===== src/rtl/iop_pkg.sv =====
package iop_pkg;

   // number of register words needed to cover a point count
   function automatic int word_count(input int pts, input int w);
      return (pts + w - 1) / w;
   endfunction

   // address width for a word count, never below one bit
   function automatic int addr_bits(input int words);
      return (words > 1) ? $clog2(words) : 1;
   endfunction

   // number of live points in word idx
   function automatic int live_bits(input int pts, input int w, input int idx);
      int rest;
      rest = pts - idx * w;
      return (rest < w) ? rest : w;
   endfunction

endpackage


===== src/rtl/iop_latch_bank.sv =====
module iop_latch_bank #(
   parameter int N_PTS   = 20,
   parameter int WORD_W  = 8,
   parameter int N_WORDS = 3,
   parameter int ADDR_W  = 2
) (
   input  logic              clk,
   input  logic              rst_n,
   input  logic              wr_en,
   input  logic [ADDR_W-1:0] wr_addr,
   input  logic [WORD_W-1:0] wr_data,
   output logic [N_PTS-1:0]  latch_q
);

   for (genvar w = 0; w < N_WORDS; w++) begin : g_word
      localparam int LO = w * WORD_W;
      localparam int NB = iop_pkg::live_bits(N_PTS, WORD_W, w);

      logic          hit;
      logic [NB-1:0] bits_q;

      assign hit = wr_en && (int'(wr_addr) == w);

      always_ff @(posedge clk or negedge rst_n) begin
         if (!rst_n) begin
            bits_q <= '0;
         end else if (hit) begin
            bits_q <= wr_data[NB-1:0];
         end
      end

      assign latch_q[LO +: NB] = bits_q;
   end

endmodule


===== src/rtl/iop_sync.sv =====
module iop_sync #(
   parameter int WIDTH  = 20,
   parameter int STAGES = 2
) (
   input  logic             clk,
   input  logic             rst_n,
   input  logic [WIDTH-1:0] d,
   output logic [WIDTH-1:0] q
);

   // a released line idles high, so the chain resets to ones
   logic [WIDTH-1:0] stg [STAGES];

   always_ff @(posedge clk or negedge rst_n) begin
      if (!rst_n) begin
         for (int s = 0; s < STAGES; s++) stg[s] <= '1;
      end else begin
         stg[0] <= d;
         for (int s = 1; s < STAGES; s++) stg[s] <= stg[s-1];
      end
   end

   assign q = stg[STAGES-1];

endmodule


===== src/rtl/iop_read_mux.sv =====
module iop_read_mux #(
   parameter int N_PTS   = 20,
   parameter int WORD_W  = 8,
   parameter int N_WORDS = 3,
   parameter int ADDR_W  = 2
) (
   input  logic [N_PTS-1:0]  level,
   input  logic [ADDR_W-1:0] rd_addr,
   output logic [WORD_W-1:0] rd_data
);

   localparam int FULL_W   = N_WORDS * WORD_W;
   localparam int PAD_BITS = FULL_W - N_PTS;

   logic [FULL_W-1:0] inv_full;

   if (PAD_BITS == 0) begin : g_exact
      assign inv_full = ~level;
   end else begin : g_padded
      assign inv_full = {{PAD_BITS{1'b0}}, ~level};
   end

   always_comb begin
      rd_data = '0;
      for (int w = 0; w < N_WORDS; w++) begin
         if (int'(rd_addr) == w) rd_data = inv_full[w*WORD_W +: WORD_W];
      end
   end

endmodule


===== src/rtl/inv_od_port.sv =====
module inv_od_port #(
   parameter  int N_PTS       = 20,
   parameter  int WORD_W      = 8,
   parameter  int SYNC_STAGES = 2,
   localparam int N_WORDS     = iop_pkg::word_count(N_PTS, WORD_W),
   localparam int ADDR_W      = iop_pkg::addr_bits(N_WORDS)
) (
   input  logic              clk,
   input  logic              rst_n,
   input  logic              wr_en,
   input  logic [ADDR_W-1:0] wr_addr,
   input  logic [WORD_W-1:0] wr_data,
   input  logic [ADDR_W-1:0] rd_addr,
   output logic [WORD_W-1:0] rd_data,
   output logic [N_PTS-1:0]  pad_oe_low,
   input  logic [N_PTS-1:0]  pad_in
);

   if (N_PTS < 1 || WORD_W < 1) begin : g_bad_size
      $error("inv_od_port: N_PTS and WORD_W must be positive");
   end
   if (SYNC_STAGES < 2 || SYNC_STAGES > 4) begin : g_bad_sync
      $error("inv_od_port: SYNC_STAGES must be 2..4");
   end

   logic [N_PTS-1:0] latch_q;
   logic [N_PTS-1:0] level_s;

   iop_latch_bank #(
      .N_PTS(N_PTS), .WORD_W(WORD_W), .N_WORDS(N_WORDS), .ADDR_W(ADDR_W)
   ) i_latch (
      .clk(clk), .rst_n(rst_n), .wr_en(wr_en), .wr_addr(wr_addr),
      .wr_data(wr_data), .latch_q(latch_q)
   );

   iop_sync #(
      .WIDTH(N_PTS), .STAGES(SYNC_STAGES)
   ) i_sync (
      .clk(clk), .rst_n(rst_n), .d(pad_in), .q(level_s)
   );

   iop_read_mux #(
      .N_PTS(N_PTS), .WORD_W(WORD_W), .N_WORDS(N_WORDS), .ADDR_W(ADDR_W)
   ) i_rmux (
      .level(level_s), .rd_addr(rd_addr), .rd_data(rd_data)
   );

   // pull-down only: a set latch bit enables the driver
   assign pad_oe_low = latch_q;

endmodule


===== config.mk =====
export PLATFORM = sky130hd
export DESIGN_NAME = inv_od_port
export DESIGN_NICKNAME = d
export VERILOG_FILES = /design/src/rtl/iop_pkg.sv /design/src/rtl/iop_latch_bank.sv /design/src/rtl/iop_sync.sv /design/src/rtl/iop_read_mux.sv /design/src/rtl/inv_od_port.sv
export SDC_FILE = /design/constraint.sdc
export NUM_CORES = 1
export LEC_CHECK = 0
export BUFFER_PORTS_ARGS = -buffer_cell sky130_fd_sc_hd__clkbuf_2
export CORE_UTILIZATION = 45
export DETAILED_ROUTE_END_ITERATION = 8
export PLACE_DENSITY = 0.72
export SETUP_SLACK_MARGIN = 0.05
export SLEW_MARGIN = 20
export SYNTH_ARGS = -nofsm -noshare
export SYNTH_HDL_FRONTEND = slang
export SYNTH_SLANG_ARGS = --single-unit

===== constraint.sdc =====
create_clock -name clk -period 2.7 [get_ports clk]
set_clock_uncertainty 0.15 [all_clocks]
set_input_delay 0.54 -clock clk [delete_from_list [all_inputs] [get_ports clk]]
set_output_delay 0.54 -clock clk [all_outputs]
set_load 0.01 [all_outputs]

### Word level (Yosys, flattened, before mapping)

Index checks and enable logic that the tools add are counted.

| cells by class | value |
|---|---|
| muxes and demuxes | 3 |
| reduce and logical (&&, ||, !) cells | 5 |
| bitwise operators | 1 |
| equality and inequality tests | 4 |

Operators with widths:

| operator | number |
|---|---|
| 8-bit 2-to-1 mux | 3 |
| 20-bit NOT | 1 |
| 2-bit == test (second input constant) | 4 |
| 2-bit logical NOT | 2 |
| 1-bit logical AND | 3 |

| word-level totals | value |
|---|---|
| flip-flop bits (word level) | 60 |
| input bits | 35 |

### Logic depth before layout (Yosys ltp)

| logic depth | value |
|---|---|
| depth after elaboration | 4 |
| mapped depth | 3 |

### Cells and area by module

Synthesis repeated with hierarchy kept, for this count alone.

| second synthesis, totals | value |
|---|---|
| cell total of the unflattened synthesis | 122 |
| area total of the unflattened synthesis | 2,158.3 um^2 |

Modules (own cells, without submodules):

| module | seq. area each (um^2) | cells an instance | area each (um^2) | times used |
|---|---|---|---|---|
| iop_sync | 1,051.0 | 60 | 1,201.2 | 1 |
| iop_latch_bank | 500.5 | 43 | 763.2 | 1 |
| iop_read_mux | 0.0 | 19 | 193.9 | 1 |

### Least setup slack after synthesis

OpenSTA, ideal clock, no wires.

| timing | value |
|---|---|
| path kind | in2out |
| from | input rd_addr[0] |
| to | output rd_data[3] |
| setup slack | 0.757 ns |
| arrival time | 1.253 ns |
| stages on the path | 3 |
| cell sequence | buf_2 mux2_2 o22ai_1 |

| between the ends | value |
|---|---|
| longest elaborated chain between the ends | 4 |
| elaborated cells on any way between the ends | 6 |

Ends and longest elaborated chain:

| what | RTL line | source |
|---|---|---|
| from (decl) | inv_od_port.sv:13 | `input logic [ADDR_W-1:0] rd_addr,` |
| 2-bit logical NOT | iop_read_mux.sv:26 | `if (int'(rd_addr) == w) rd_data = inv_full[w*WORD_W +: WORD_W];` |
| 8-bit 2-to-1 mux (2 in series) | iop_read_mux.sv:26 |  |
| 8-bit 2-to-1 mux * | iop_read_mux.sv:26 |  |
| to (decl) | inv_od_port.sv:14 | `output logic [WORD_W-1:0] rd_data,` |

Every way passes the cells marked *; elsewhere a longest branch is shown, timed or not.

### Final worst setup path

| timing | value |
|---|---|
| from | input rd_addr[0] |
| to | output rd_data[1] |

Same word-level chain as after synthesis.

==> run metrics <==
outcome complete, no violations; Setup TNS 0 ns; Logic pwr share 10.7%; clk_lat worst skew ~0.32 ns; Pleak approximately 0.0012 uW; Final period util between 70% and 80%; Net Sw Frac around a fifth; Net Sw Power 456.5 uW; Adder-Cell Fraction of Synth Area 0%; antenna cells 0; Die X 67.90 um; Fin. Hold Viols 0; routability cong. 0.6340; Slew HR 51.09%; Root Driver clkbuf_8; post-CTS setup buffer count 0; Die H 67.90 um; Post-Synth XOR/XNOR Area 0%; Synth top area share 53.78%; Post-layout nets 209; mapped cell area 0.001954 mm2; DR pass1 iterations 3; required time of the worst setup path 2.01 ns; CTS H-tree lvls 3; fraction of layout cells with a size suffix above 1 79.89%; Clk pwr share 40.7%; Net Count, Synth 137; sequential element share of the synthesized area about four fifths; number of buffers added on ports slightly above 60; HPWL after DPL 2265 um; worst-margin pin slew between 0.7 and 0.8 ns; fin crit period 2.124 ns; HP Class in2async; Post-Synth Simple-Gate Area between 3 and 4%; area grow syn2layout 31.24%; Starting Density 47.83%; Worst EP arrival 1.43 ns; Detailed Route Iter0 Violations 45; achievable frequency 470.8 MHz; Post-CTS Resized 0; Mean Syn Cell Area 19.16 um2; initial antenna violation count 0; vias per cell ~4.6; gr ovfl total 0; core area slightly above 0.004 mm2; final hold slack 0.1284 ns; Crit Path Class in2out; Synth area leader dfstp_2; count leader, synth dfstp_2; worst ir drop on vdd 0.4231 mV; fin. max-slew vios 0; critical path fanouts, max 13; # DRC 0; post-synthesis mux area share between 10% and 20%; asr flop ratio synth 100.0%; sequential power share 48.6%; ys flop type dfstp_2; Inserted Clock Buffers 9; first-pass GRT wire length 4919 um; average wire per standard cell about 14 um; Pwr Density ~840 mW/mm2; Post-synth EDFFs 0; crit end category primary output; CTS tree done; vias in the first global route approximately 1,000; post-route ant nets 0; Cells after Synth 102; most frequent cells after synthesis 40 x dfstp_2, 24 x mux2_2, 20 x dfrtp_1; compound-cell area share of the yosys netlist 2.817%; Vias 1,055; Slowest-stage cell, CP mux2_2; cell chain of the critical path clkbuf_2, mux2_2, o22ai_1, clkbuf_2; Cell Rows 23; Clock Sinks 60; Clock Path Buffers 2; #FFs+latches synth 60; slowest stage delay, CP 0.37 ns; Total GRT Usage approximately 16%; final WL 3143 um; synth unique cells 12; Cell Int Power 1702 uW; maxcap violations 0; largest family of logic cells by synthesized area multiplexers; number of I/O pins 63; CP dominant cell by count clkbuf_2; clock-pin slew on the worst setup and hold paths approximately 0.06 ns; RSZ-0062 raised after global routing false; Hold Buf Count CTS 0; die footprint 0.004610 mm2; largest net degree at the start of global routing 32; Worst setup SP type input port; Final setup viols 0; synth warn 0; largest cells by area after synthesis dfstp_2 54%, dfrtp_1 26%, mux2_2 14%, a211oi_1 1.5%, nor2b_1 1.3%
[per-layer routing]
layer,vias to the layer above,wire length (um),GRT usage (%)
met1,508,1235,17.43
met2,42,1616,25.87
met3,9,207,6.667
met4,0,84,10.16
met5,-,0,0
li1,496,-,-
[cell families (layout without fill, tap and decap cells)]
group	after synthesis	count (layout)
flops	60	60
mux	24	24
simple gates	8	8
compound gates	8	8
buf+inv	2	79
[final timing paths]
kind / start / endpoint / slack, ns / depth (start not counted)
worst max-delay path: rd_addr[0] / rd_data[1] / 0.58 / 4
worst min-delay path: rst_n / i_latch.g_word[0].bits_q[0]$_DFFE_PN0P_ / 0.13 / 1
worst max register to register: i_latch.g_word[0].bits_q[2]$_DFFE_PN0P_ / i_latch.g_word[0].bits_q[2]$_DFFE_PN0P_ / 1.78 / 1
worst min register to register: i_sync.stg[26]$_DFF_PN1_ / i_sync.q[6]$_DFF_PN1_ / 0.20 / 0
max in group asynchronous: rst_n / i_sync.stg[34]$_DFF_PN1_ / 1.61 / 2
min in group clk: pad_in[15] / i_sync.stg[35]$_DFF_PN1_ / 0.15 / 1
[metrics by stage]
step	instances	power [uW]	setup WS [ns]	cell area, um2	utilization (%)
6_report	229	2159	0.5760	2565	62.77
3_5_place_dp	213	1299	0.5640	2338	57.23
4_1_cts	229	2194	0.5622	2565	62.77
5_1_grt	229	2263	0.5178	2565	62.77
3_3_place_gp	213	1286	0.6209	2338	57.23
2_1_floorplan	102	1164	0.7570	1954	-
[registers in the layout (all words and copies together), names as in the netlist]
signal	cells
i_sync.stg	20
i_latch.g_word.bits_q	20
i_sync.q	20
[layout by cell type, fill, tap and decap left out]
cell	count
clkbuf_2	62
dfstp_2	40
mux2_2	24
dfrtp_1	20
clkbuf_8	9
nor2b_1	4
a211oi_1	4
o22ai_1	4
bufinv_16	2
clkbuf_1	2
clkinv_2	2
nand2b_1	1
nand3b_2	1
nor3b_4	1
nand3b_1	1
clkbuf_16	1
buf_12	1
[power by group through the flow]
| stage | clock (uW) | sequential, uW | combinational [uW] |
|---|---|---|---|
| final | 878 | 1050 | 231 |
| after global routing | 946 | 1060 | 256 |
| after CTS | 905 | 1050 | 237 |
| after detailed placement | 0 | 1060 | 235 |
| after global placement | 0 | 1060 | 228 |
| after floorplan | 0 | 1080 | 80.5 |
[worst max-delay path: cells and delay by family]
family	cells	cell delay (ns)
compound gates	1	0.14
buf+inv	2	0.38
mux	1	0.37
[layout make-up]
type / count / area, um2
Fill cell: 322 / 1521
Clock buffer: 12 / 156.4
Multi-Input combinational cell: 40 / 394.1
Sequential cell: 60 / 1551
Tap cell: 50 / 62.56
Clock inverter: 4 / 70.07
Timing Repair Buffer: 63 / 330.3
Power figures use the tool's default switching activity.
